==> config.mk <==
export PLATFORM = sky130hd
export DESIGN_NAME = clkdiv_sel
export DESIGN_NICKNAME = d
export VERILOG_FILES = /design/src/rtl/clkdiv_pkg.sv /design/src/rtl/clkdiv_capture.sv /design/src/rtl/clkdiv_core.sv /design/src/rtl/clkdiv_out.sv /design/src/rtl/clkdiv_sel.sv
export SDC_FILE = /design/constraint.sdc
export NUM_CORES = 1
export LEC_CHECK = 0
export ABC_CLOCK_PERIOD_IN_PS = 1900
export BUFFER_PORTS_ARGS = -buffer_cell sky130_fd_sc_hd__buf_2
export CAP_MARGIN = 25
export CORE_MARGIN = 4
export CORE_UTILIZATION = 46
export CTS_CLUSTER_DIAMETER = 40
export CTS_CLUSTER_SIZE = 30
export DETAILED_ROUTE_END_ITERATION = 8
export GPL_ROUTABILITY_DRIVEN = 0
export GPL_TIMING_DRIVEN = 1
export PLACE_DENSITY_LB_ADDON = 0.1
export SLEW_MARGIN = 20
export SYNTH_ARGS = -nofsm -noshare
export SYNTH_HDL_FRONTEND = slang
export SYNTH_HIERARCHICAL = 1
export SYNTH_SLANG_ARGS = --single-unit
==> constraint.sdc <==
create_clock -name clk -period 1.9 [get_ports clk]
set_input_delay 0.095 -clock clk [delete_from_list [all_inputs] [get_ports clk]]
set_output_delay 0.095 -clock clk [all_outputs]
set_load 0.005 [all_outputs]
==> src/rtl/clkdiv_pkg.sv <==
package clkdiv_pkg;
  localparam int SEL_W     = 3;
  localparam int MAX_RATIO = 32;
  localparam int CNT_W     = $clog2(MAX_RATIO / 2);

  // Non-uniform ratio table: 1,2,4,6,8,16,24,32
  function automatic int unsigned ratio_of(input logic [SEL_W-1:0] s);
    case (s)
      3'd0:    return 1;
      3'd1:    return 2;
      3'd2:    return 4;
      3'd3:    return 6;
      3'd4:    return 8;
      3'd5:    return 16;
      3'd6:    return 24;
      default: return 32;
    endcase
  endfunction
endpackage

==> src/rtl/clkdiv_capture.sv <==
module clkdiv_capture
  import clkdiv_pkg::*;
(
  input  logic             clk,
  input  logic             rst,
  input  logic             clk_en_i,
  input  logic             bypass_i,
  input  logic             ext_clk_i,
  input  logic [SEL_W-1:0] ratio_sel_i,
  output logic             en_q,
  output logic             byp_q,
  output logic             ext_q,
  output logic [SEL_W-1:0] sel_q
);
  always_ff @(posedge clk) begin
    if (rst) begin
      en_q  <= 1'b0;
      byp_q <= 1'b0;
      ext_q <= 1'b0;
      sel_q <= '0;
    end else begin
      en_q  <= clk_en_i;
      byp_q <= bypass_i;
      ext_q <= ext_clk_i;
      sel_q <= ratio_sel_i;
    end
  end

  // readback follows the written value one edge later
  p_readback_r9: assert property (@(posedge clk) disable iff (rst)
    !$past(rst) |-> (sel_q == $past(ratio_sel_i)) && (en_q == $past(clk_en_i)));
endmodule

==> src/rtl/clkdiv_core.sv <==
module clkdiv_core
  import clkdiv_pkg::*;
(
  input  logic             clk,
  input  logic             rst,
  input  logic             div_rst_i,
  input  logic [SEL_W-1:0] ratio_sel_i,
  output logic [SEL_W-1:0] sel_act,
  output logic             level,
  output logic             tick_c
);
  logic [CNT_W-1:0] cnt;
  logic             phase;
  logic             running;
  logic             unity;
  logic [CNT_W-1:0] half_m1;
  int unsigned      ratio;

  always_comb begin
    ratio   = ratio_of(sel_act);
    unity   = (ratio == 1);
    half_m1 = unity ? '0 : CNT_W'(ratio / 2 - 1);
  end

  always_ff @(posedge clk) begin
    if (rst) begin
      sel_act <= '0;
      cnt     <= '0;
      phase   <= 1'b0;
      running <= 1'b0;
    end else if (div_rst_i) begin
      sel_act <= ratio_sel_i;
      cnt     <= '0;
      phase   <= 1'b0;
      running <= 1'b0;
    end else begin
      running <= 1'b1;
      if (!unity) begin
        if (cnt == half_m1) begin
          cnt   <= '0;
          phase <= ~phase;
        end else begin
          cnt <= cnt + 1'b1;
        end
      end
    end
  end

  always_comb begin
    level  = unity ? running : phase;
    tick_c = running && (unity || (phase && cnt == half_m1));
  end

  // applied ratio only moves while the divider reset is held
  p_ratio_hold_r6: assert property (@(posedge clk) disable iff (rst)
    !$past(div_rst_i) |-> $stable(sel_act));
  // reset of the divider restarts it from zero
  p_restart_r4: assert property (@(posedge clk) disable iff (rst)
    div_rst_i |=> (cnt == '0) && !phase);
  // counter never passes the half-period limit
  p_cnt_bound_r2: assert property (@(posedge clk) disable iff (rst)
    cnt <= half_m1);
endmodule

==> src/rtl/clkdiv_out.sv <==
module clkdiv_out (
  input  logic clk,
  input  logic rst,
  input  logic en_q,
  input  logic byp_q,
  input  logic ext_q,
  input  logic level,
  input  logic tick_c,
  output logic div_clk_o,
  output logic tick_o
);
  always_ff @(posedge clk) begin
    if (rst) begin
      div_clk_o <= 1'b0;
      tick_o    <= 1'b0;
    end else begin
      div_clk_o <= en_q && (byp_q ? ext_q : level);
      tick_o    <= en_q && !byp_q && tick_c;
    end
  end

  // disabled output stays low
  p_gate_off_r7: assert property (@(posedge clk) disable iff (rst)
    !en_q |=> !div_clk_o && !tick_o);
  // no pulses while bypassed
  p_bypass_tick_r8: assert property (@(posedge clk) disable iff (rst)
    byp_q |=> !tick_o);
endmodule

==> src/rtl/clkdiv_sel.sv <==
module clkdiv_sel
  import clkdiv_pkg::*;
(
  input  logic             clk,
  input  logic             rst,
  input  logic             div_rst_i,
  input  logic             clk_en_i,
  input  logic             bypass_i,
  input  logic             ext_clk_i,
  input  logic [SEL_W-1:0] ratio_sel_i,
  output logic             div_clk_o,
  output logic             tick_o,
  output logic [SEL_W-1:0] sel_rb_o,
  output logic             en_rb_o,
  output logic [SEL_W-1:0] sel_applied_o
);
  logic en_q, byp_q, ext_q, level, tick_c;

  clkdiv_capture u_cap (
    .clk(clk), .rst(rst), .clk_en_i(clk_en_i), .bypass_i(bypass_i),
    .ext_clk_i(ext_clk_i), .ratio_sel_i(ratio_sel_i),
    .en_q(en_q), .byp_q(byp_q), .ext_q(ext_q), .sel_q(sel_rb_o)
  );

  clkdiv_core u_core (
    .clk(clk), .rst(rst), .div_rst_i(div_rst_i), .ratio_sel_i(ratio_sel_i),
    .sel_act(sel_applied_o), .level(level), .tick_c(tick_c)
  );

  clkdiv_out u_out (
    .clk(clk), .rst(rst), .en_q(en_q), .byp_q(byp_q), .ext_q(ext_q),
    .level(level), .tick_c(tick_c), .div_clk_o(div_clk_o), .tick_o(tick_o)
  );

  assign en_rb_o = en_q;

  // everything quiet the cycle after reset
  p_reset_r10: assert property (@(posedge clk)
    $past(rst) |-> !div_clk_o && !tick_o && sel_rb_o == '0 && !en_rb_o);
endmodule

==> results.tsv, run 1 <==
metric	value	unit
slowest_delay	0.37	ns
layout_setup_ws	0.05327	ns
slew_headroom	0.7389	
sequentialPowerShare	0.533	
numPortBuffers	17	
antennaDiodeCount	0	
period_share	0.9720	
cts_root_buffer	clkbuf_4	
synth_most_common_cell	dfxtp_1	
drt-initial-drc-count	12	
ant_nets	0	
async_flop_share	0	
synth_top_flop_cell	dfxtp_1	
r2r-start	u_core/sel_act[2]$_SDFFE_PP0P_	
period_needed	1.847	ns
grt_first_pass_wirelength	2.877	mm
overflow	0	
synth_enable_flop_cells	0	
cts_tree	yes	
ios	18	
dieArea	2440	sq um
timing.fmax	0.5415	GHz
drc	0	
start_util	0.5056	
arrival	2.04	ns
tightest_slew	0.3904	ns
netlist_area	788.3	sq um
utilization	0.6581	
grt_usage	0.1559	
htreeDepth	1	
power.switching	0.1943	mW
via_per_inst	5.264	
yosysSeqAreaShare	0.4317	
yosys_warnings	6	
drv_slew	0	
finalHoldWorstSlack	0.02972	ns
rows	14	
layout-drive-gt1-share	0.3578	
dp_slack	0.03559	ns
yosysTopAreaCellShare	0.4317	
power_density	699.0	nW/um^2
outcome	finished clean	
vdd_drop_max	470.8	uV
critPathTopFamily	simple AND/OR/NAND/NOR gates	
die_w	49.40	um
hold_viol_final	0	
p_sw_frac	0.2710	
crit_path_end_kind	register	
insertion_delay	0.29	ns
drt-total-wl	1.644	mm
cts.clk_slew.worst_paths	0.10	ns
numCtsBuffers	3	
num_vias	658	
cts.sinks	17	
netlist-cell-type-count	33	
grt_max_degree	13	
crit_type	register to register	
synth_area_leaders	dfxtp_1 (43%), nor2b_1 (7.9%), mux2i_1 (6.3%)	
fp.coreArea	1559	sq um
crit_path_start_kind	register	
wl_per_cell	13.15	um
grt_pass1_vias	654	
comb_power_share	0.200	
crit_fanout	5	
clockBufferDepth	2	
synth-seq-cells	17	
critPathSlowestCell	dfxtp_4	
max_cap_viol_count	0	
place_hpwl	1.190	mm
p_total	0.7171	mW
crit_chain	nand2b_4 -> ha_4 -> xnor2_2 -> and2b_1 -> mux2i_4 -> nor3b_2 -> o21a_1 -> and4bb_2	
p_int	0.5228	mW
hp-start	ratio_sel_i[2]	
setup_viol	0	
yosysTopAreaCell	dfxtp_1	
synthTopCellsByCount	dfxtp_1 (17), nor2b_1 (10), nand2_1 (6)	
grt_antenna_before_repair	0	
area_growth	30.16	%
syn_avg_cell_area	9.732	sq um
die_y	49.40	um
synth_cells	81	
critPathRequiredTime	2.09	ns
p_clk_frac	0.267	
p_leak	0.4409	nW
syn_nets	92	
rsz0062_at_grt	yes	
dr.pass1.iters	3	
skew	0.0009987	ns
min_path_type	input pin to register	
path_buf_inv	0	
nNetsFinal	121	
cp-startpoint	u_core/sel_act[2]$_SDFFE_PP0P_	
cells by family after synthesis:
group	after synthesis	synth area share
compound gates	15	0.1397
fa+ha+maj	2	0.03174
flops	17	0.4318
simple gates	37	0.2889
xor+xnor	1	0.01111
mux	5	0.06349
buf+inv	4	0.03334
path summary, 6_finish.rpt:
kind	end	slack [ns]	depth (start not counted)
max reg2reg	u_out/tick_o$_SDFF_PP0_	0.05	8
min	u_cap/sel_q[2]$_SDFF_PP0_	0.03	2
min reg2reg	u_out/div_clk_o$_SDFF_PP0_	0.51	1
max	u_out/tick_o$_SDFF_PP0_	0.05	8
power by group through the flow:
stage	clock network (mW)	registers, mW	logic [mW]
after global routing	0.221	0.385	0.160
final	0.192	0.382	0.144
after detailed placement	0	0.390	0.136
after floorplan	0	0.392	0.0870
after global placement	0	0.390	0.132
after CTS	0.199	0.383	0.140
registers in the layout (all words and copies together) (netlist names):
register         cells
u_core/cnt           4
u_cap/sel_q          3
u_core/sel_act       3
u_cap/byp_q          1
u_cap/en_q           1
u_cap/ext_q          1
u_core/phase         1
u_core/running       1
u_out/div_clk_o      1
u_out/tick_o         1
cell type report:
class	instances	area [sq um]
clock buffers	3	22.52
clock inverters	1	5.005
fillers	137	533.0
inverters	2	7.507
multi-input cells	60	466.7
flip-flops and latches	17	344.1
well taps	16	20.02
repair buffers	26	160.2
placed cells by master (no fill, tap or decap), types with 2 or more instances in the layout:
master	Yosys	final
buf_2	0	17
dfxtp_1	17	16
nor2b_1	10	10
buf_4	0	6
nand2_1	6	6
nor2_1	5	5
mux2i_1	5	4
a21oi_1	4	4
clkbuf_4	1	3
dlygate4sd3_1	0	3
nand2b_4	1	2
inv_1	2	2
o21ai_1	2	2
nor3b_2	1	2
o22ai_1	2	2
o31ai_1	2	2
repair_timing:
item	4_1_cts	5_1_grt
gates cloned	0	0
resized for setup	1	2
pin swaps	0	5
hold buffers	2	1
endpoints found under the setup margin	1	2
setup buffers	0	1
endpoints found under the hold margin	2	1
per-layer routing:
metal	vias to the layer above	global-route usage	routed length [um]	share of wire
met1	298	0.1933	764	0.46
met2	14	0.2478	788	0.48
met3	2	0.06422	78	0.047
li1	344	-	-	-
met5	-	0	0	0
met4	0	0.04147	13	0.0079
through the flow:
| step | instances | TNS, ns | area, sq um |
|---|---|---|---|
| after global routing | 125 | -0.01905 | 1026 |
| final | 125 | 0 | 1026 |
| after global placement | 117 | 0 | 952.2 |
| after CTS | 123 | 0 | 1001 |
| after detailed placement | 117 | 0 | 952.2 |
| after floorplan | 81 | -0.03233 | 828.3 |
Power figures use the tool's default switching activity.
==> run 2: changes to the inputs <==
--- a/config.mk
+++ b/config.mk
@@ -5,11 +5,11 @@
 export SDC_FILE = /design/constraint.sdc
 export NUM_CORES = 1
 export LEC_CHECK = 0
-export ABC_CLOCK_PERIOD_IN_PS = 1900
+export ABC_CLOCK_PERIOD_IN_PS = 1800
 export BUFFER_PORTS_ARGS = -buffer_cell sky130_fd_sc_hd__buf_2
 export CAP_MARGIN = 25
 export CORE_MARGIN = 4
-export CORE_UTILIZATION = 46
+export CORE_UTILIZATION = 50
 export CTS_CLUSTER_DIAMETER = 40
 export CTS_CLUSTER_SIZE = 30
 export DETAILED_ROUTE_END_ITERATION = 8
==> constraint.sdc (replaced) <==
create_clock -name clk -period 1.8 [get_ports clk]
set_input_delay 0.09 -clock clk [delete_from_list [all_inputs] [get_ports clk]]
set_output_delay 0.09 -clock clk [all_outputs]
set_load 0.005 [all_outputs]
==> results.tsv, run 2 (same netlist as run 1, synthesis figures left out) <==
metric	value	unit	change
setup_viol	0		unchanged
min_path_type	input pin to register		unchanged
dr.pass1.iters	4		was 3
p_leak	0.4519	nW	was 0.4409 nW
period_needed	1.795	ns	was 1.847 ns
numCtsBuffers	3		unchanged
crit_type	register to register		unchanged
fillers	131		was 137
max_flop_register	u_core/cnt		unchanged
dp_slack	-0.04313	ns	was 0.03559 ns
grt_pass1_vias	661		was 654
antennaDiodeCount	0		unchanged
period_share	0.9971		was 0.9720
hold_viol_final	0		unchanged
insertion_delay	0.28	ns	was 0.29 ns
cts.sinks	17		unchanged
drv_slew	0		unchanged
final_cell_mix	buf_2 (17), dfxtp_1 (16), nor2b_1 (10)		unchanged
via_per_inst	5.362		was 5.264
clockBufferDepth	2		unchanged
utilization	0.6885		was 0.6581
crit_fanout	4		was 5
skew	0.004113	ns	was 0.0009987 ns
arrival	1.98	ns	was 2.04 ns
final_common_cell	buf_2		unchanged
wl_per_cell	12.65	um	was 13.15 um
tightest_slew	0.2812	ns	was 0.3904 ns
drt-total-wl	1.607	mm	was 1.644 mm
power_density	737.7	nW/um^2	was 699.0 nW/um^2
start_util	0.5233		was 0.5056
crit_path_end_kind	register		unchanged
p_int	0.5611	mW	was 0.5228 mW
ff2ff_path_depth	8		unchanged
slew_headroom	0.8105		was 0.7389
area_growth	31.59	%	was 30.16%
p_total	0.7652	mW	was 0.7171 mW
layout.area.seq	341.6	sq um	was 344.1 sq um
power.switching	0.2041	mW	was 0.1943 mW
reg.largest.list	u_core/cnt (4), u_cap/sel_q (3), u_core/sel_act (3)		unchanged
postCtsSetupBuffers	0		unchanged
p_clk_frac	0.262		was 0.267
drc	0		unchanged
sequentialPowerShare	0.527		was 0.533
layout-drive-gt1-share	0.3784		was 0.3578
grt_first_pass_wirelength	2.766	mm	was 2.877 mm
num_vias	681		was 658
numPortBuffers	17		unchanged
largest_register_ffs	4		unchanged
die_y	47.71	um	was 49.40 um
comb_power_share	0.210		was 0.200
layout_setup_ws	0.005224	ns	was 0.05327 ns
grt_max_degree	13		unchanged
overflow	0		unchanged
place_hpwl	1.257	mm	was 1.190 mm
ios	18		unchanged
vdd_drop_max	471.9	uV	was 470.8 uV
drt-initial-drc-count	10		was 12
fin_area	1037	sq um	was 1026 sq um
rsz0062_at_grt	yes		unchanged
cts.clk_slew.worst_paths	0.10	ns	about the same
crit_path_start_kind	register		unchanged
hold_depth	2		unchanged
dieArea	2276	sq um	was 2440 sq um
outcome	finished clean		unchanged
htreeDepth	1		unchanged
critPathRequiredTime	1.99	ns	was 2.09 ns
nNetsFinal	123		was 121
placed_area	982.2	sq um	was 952.2 sq um
cts_tree	yes		unchanged
p_sw_frac	0.2667		was 0.2710
max_cap_viol_count	0		unchanged
fp.coreArea	1506	sq um	was 1559 sq um
multi_input_area	467.9	sq um	was 466.7 sq um
cts_root_buffer	clkbuf_4		unchanged
ant_nets	0		unchanged
grt_antenna_before_repair	0		unchanged
rows	14		unchanged
grt_usage	0.1768		was 0.1559
die_w	47.71	um	was 49.40 um
timing.fmax	0.5572	GHz	was 0.5415 GHz
dp.cells	121		was 117
fin_cells	127		was 125
[run 2: changes by cell type in the layout (fill, tap and decap cells not counted), sizes merged]
cell / delta
dlygate4sd3: -1
buf: +3
[run 2: power groups by stage]
stage	sequential, mW	clock, mW	combinational [mW]
CTS	0.404	0.207	0.159
global route	0.406	0.226	0.177
detailed placement	0.412	0	0.156
finish	0.403	0.201	0.161
floorplan	0.414	0	0.0918
global placement	0.411	0	0.151
[run 2: area by class of cell]
type	instances	share of cell area
clock inverters	1	0.004825
inverters	2	0.007238
repair buffers	28	0.1665
clock buffers	3	0.02171
well taps	16	0.01930
flip-flops and latches	17	0.3293
multi-input cells	60	0.4511
[run 2: critical path, stage by stage, from the launching register on]
cell      delay (ns)
dfxtp_2         0.35
nand2b_4        0.15
ha_4            0.24
xnor2_2         0.13
and2b_1         0.22
mux2i_4         0.18
nor3b_1         0.07
o21a_1          0.17
and4bb_2        0.21
[run 2: worst paths after layout]
| path | from | to | slack (ns) |
|---|---|---|---|
| worst max-delay path | u_core/sel_act[2]$_SDFFE_PP0P_ | u_out/tick_o$_SDFF_PP0_ | 0.005 |
| worst min-delay path | ext_clk_i | u_cap/ext_q$_SDFF_PP0_ | 0.01 |
| worst max register to register | u_core/sel_act[2]$_SDFFE_PP0P_ | u_out/tick_o$_SDFF_PP0_ | 0.005 |
| worst min register to register | u_core/phase$_SDFFE_PP0P_ | u_core/phase$_SDFFE_PP0P_ | 0.51 |
[run 2: repair_timing]
item                       in CTS  in global routing
hold endpoints to repair        2                  0
pin swaps                       1                  1
hold buffers                    2                  0
resized for setup               1                  1
setup endpoints to repair       2                  3
[run 2: per-stage QoR]
stage / setup TNS, ns / hold WS [ns]
2_1_floorplan: -0.1716 / 0.1595
3_3_place_gp: 0 / 0.2969
3_5_place_dp: -0.04313 / 0.3026
4_1_cts: -0.005788 / 0.001758
5_1_grt: -0.1605 / 0.005836
6_report: 0 / 0.01057
[run 2: metal layers]
metal	routed length (um)	GRT usage	vias up
li1	-	-	345
met1	714	0.2245	318
met2	805	0.2797	16
met3	74	0.04511	2
met4	13	0.08065	0
met5	0	0	-
==> run 3: changes to the inputs <==
--- a/config.mk
+++ b/config.mk
@@ -9,15 +9,16 @@
 export BUFFER_PORTS_ARGS = -buffer_cell sky130_fd_sc_hd__buf_2
 export CAP_MARGIN = 25
 export CORE_MARGIN = 4
-export CORE_UTILIZATION = 50
+export CORE_UTILIZATION = 51
 export CTS_CLUSTER_DIAMETER = 40
 export CTS_CLUSTER_SIZE = 30
 export DETAILED_ROUTE_END_ITERATION = 8
 export GPL_ROUTABILITY_DRIVEN = 0
 export GPL_TIMING_DRIVEN = 1
+export MAX_ROUTING_LAYER = met4
 export PLACE_DENSITY_LB_ADDON = 0.1
+export RECOVER_POWER = 50
 export SLEW_MARGIN = 20
 export SYNTH_ARGS = -nofsm -noshare
 export SYNTH_HDL_FRONTEND = slang
-export SYNTH_HIERARCHICAL = 1
 export SYNTH_SLANG_ARGS = --single-unit
==> results.tsv, run 3 <==
metric	value	unit	change
postCtsSetupBuffers	0		unchanged
antennaDiodeCount	0		unchanged
tightest_slew	0.4963	ns	was 0.2812 ns
dieArea	2283	sq um	was 2276 sq um
htreeDepth	1		unchanged
die_w	47.78	um	was 47.71 um
cp-startpoint	u_core.sel_act[2]$_SDFFE_PP0P_		was u_core/sel_act[2]$_SDFFE_PP0P_
overflow	0		unchanged
max_cap_viol_count	0		unchanged
synth_cells	81		unchanged
grt_usage	0.1680		was 0.1768
synth_enable_flop_cells	0		unchanged
vdd_drop_max	567.9	uV	was 471.9 uV
numCtsBuffers	3		unchanged
multi_input_area	456.7	sq um	was 467.9 sq um
yosys_warnings	0		was 6
numPortBuffers	17		unchanged
grt_first_pass_wirelength	2.539	mm	was 2.766 mm
finalHoldWorstSlack	0.01132	ns	was 0.01057 ns
fin_area	983.4	sq um	was 1037 sq um
start_util	0.5357		was 0.5233
cts_tree	yes		unchanged
synth_most_common_cell	dfxtp_1		unchanged
final_cell_mix	dfxtp_1 (17), buf_2 (11), nor2b_1 (7), nor2_1 (7), clkbuf_1 (6)		was buf_2 (17), dfxtp_1 (16), nor2b_1 (10)
skew	0.001102	ns	was 0.004113 ns
period_needed	1.749	ns	was 1.795 ns
fin_tns_setup	0	ns	unchanged
synth-seq-cells	17		unchanged
die_y	47.78	um	was 47.71 um
hp-start	clk_en_i		was ext_clk_i
r2r-start	u_core.sel_act[2]$_SDFFE_PP0P_		was u_core/sel_act[2]$_SDFFE_PP0P_
final_common_cell	dfxtp_1		was buf_2
crit_path_end_kind	register		unchanged
area_growth	21.86	%	was 31.59%
utilization	0.6528		was 0.6885
insertion_delay	0.29	ns	was 0.28 ns
timing.fmax	0.5716	GHz	was 0.5572 GHz
layout.area.seq	340.3	sq um	was 341.6 sq um
wl_per_cell	13.78	um	was 12.65 um
synth_area_leaders	dfxtp_1 (42%), nor2b_1 (5.4%), mux2i_1 (5.0%)		was dfxtp_1 (43%), nor2b_1 (7.9%), mux2i_1 (6.3%)
max_flop_register	u_core.cnt		was u_core/cnt
syn_nets	92		unchanged
yosysTopAreaCell	dfxtp_1		unchanged
layout_setup_ws	0.05064	ns	was 0.005224 ns
arrival	1.98	ns	about the same
grt_pass1_vias	541		was 661
p_leak	0.3930	nW	was 0.4519 nW
grt_max_degree	14		was 13
grt_antenna_before_repair	0		unchanged
rows	14		unchanged
power_density	814.0	nW/um^2	was 737.7 nW/um^2
largest_register_ffs	4		unchanged
setup_viol	0		unchanged
synth_top_flop_cell	dfxtp_1		unchanged
cts_root_buffer	clkbuf_4		unchanged
drt-initial-drc-count	5		was 10
slew_headroom	0.6691		was 0.8105
clockBufferDepth	2		unchanged
cts.sinks	17		unchanged
layout-drive-gt1-share	0.3173		was 0.3784
place_hpwl	1.174	mm	was 1.257 mm
async_flop_share	0		unchanged
drv_slew	0		unchanged
synthTopCellsByCount	dfxtp_1 (17), nor2_1 (7), nor2b_1 (7)		was dfxtp_1 (17), nor2b_1 (10), nand2_1 (6)
cts.clk_slew.worst_paths	0.10	ns	about the same
critPathRequiredTime	2.04	ns	was 1.99 ns
fp.coreArea	1506	sq um	unchanged
nNetsFinal	116		was 123
ant_nets	0		unchanged
reg.largest.list	u_core.cnt (4), u_cap.sel_q (3), u_core.sel_act (3)		was u_core/cnt (4), u_cap/sel_q (3), u_core/sel_act (3)
dp_slack	0.07100	ns	was -0.04313 ns
netlist_area	807.0	sq um	was 788.3 sq um
dr.pass1.iters	4		unchanged
ios	18		unchanged
crit_type	register to register		unchanged
yosysSeqAreaShare	0.4217		was 0.4317
via_per_inst	5.308		was 5.362
period_share	0.9719		was 0.9971
crit_path_start_kind	register		unchanged
outcome	finished clean		unchanged
netlist-cell-type-count	35		was 33
syn_avg_cell_area	9.963	sq um	was 9.732 sq um
drc	0		unchanged
hold_viol_final	0		unchanged
min_path_type	input pin to register		unchanged
placed_area	923.4	sq um	was 982.2 sq um
fillers	122		was 131
drt-total-wl	1.654	mm	was 1.607 mm
yosysTopAreaCellShare	0.4217		was 0.4317
num_vias	637		was 681
crit_fanout	4		unchanged
-- run 3: changes by cell type in the layout (fill, tap and decap cells not counted), moves of 3 or more --
cell	previous run	this run
buf_2	17	11
clkbuf_1	0	6
nor3_2	0	3
nor2b_1	10	7
buf_4	9	4
-- run 3: worst max-delay path: stages, from the launching register on --
cell      delay [ns]
dfxtp_1         0.34
nand2b_4        0.16
ha_4            0.29
nor2_1          0.05
o311ai_2        0.36
and4_4          0.32
mux2i_1         0.17
-- run 3: per-layer routing --
layer  routed length [um]  share of wire  vias up  track usage
li1                     -              -      333            -
met5                    0              0        -            -
met1                  787           0.48      283       0.2212
met2                  766           0.46       16       0.2375
met3                   60          0.036        5      0.03008
met4                   39          0.024        0      0.09677
-- run 3: what timing repair did --
action,CTS,global route
gates resized for setup,0,2
setup endpoints to repair,0,2
endpoints found under the hold margin,2,0
hold buffers,2,0
-- run 3: final cells by class --
type | instances | share of cell area
Multi-Input combinational cell | 57 | 0.4644
Sequential cell | 17 | 0.3461
Timing Repair Buffer | 23 | 0.1298
Clock buffer | 3 | 0.02290
Tap cell | 16 | 0.02036
Inverter | 3 | 0.01145
Clock inverter | 1 | 0.005089
-- run 3: final timing paths --
path / end / slack, ns / cells past startpoint
min reg2reg: u_out.div_clk_o$_SDFF_PP0_ / 0.49 / 1
min: u_cap.en_q$_SDFF_PP0_ / 0.01 / 2
max: u_core.phase$_SDFFE_PP0P_ / 0.05 / 6
max reg2reg: u_core.phase$_SDFFE_PP0P_ / 0.05 / 6
-- run 3: report_power, final --
group / total [mW] / leakage, nW / switching (mW) / internal [mW]
clock network: 0.211 / 0.0177 / 0.128 / 0.0828
logic: 0.172 / 0.235 / 0.0857 / 0.0868
registers: 0.417 / 0.140 / 0.0213 / 0.396
total: 0.801 / 0.393 / 0.235 / 0.566
-- run 3: cell families (layout without fill, tap and decap cells) --
kind of cell,count (synthesis),after routing,share of synthesized area
multiplexers,4,4,0.04961
buffers and inverters,7,30,0.05270
AO/OA/AOI/OAI,14,14,0.1380
flip-flops,17,17,0.4217
adder cells (fa/ha/maj),2,2,0.03100
AND/OR/NAND/NOR,34,34,0.2744
XOR/XNOR,3,3,0.03256
-- run 3: metrics by stage --
stage               instances  power [mW]
floorplan                  81      0.5428
global placement          114      0.5826
detailed placement        114      0.5867
CTS                       120      0.7910
global route              120      0.8384
finish                    120      0.8005
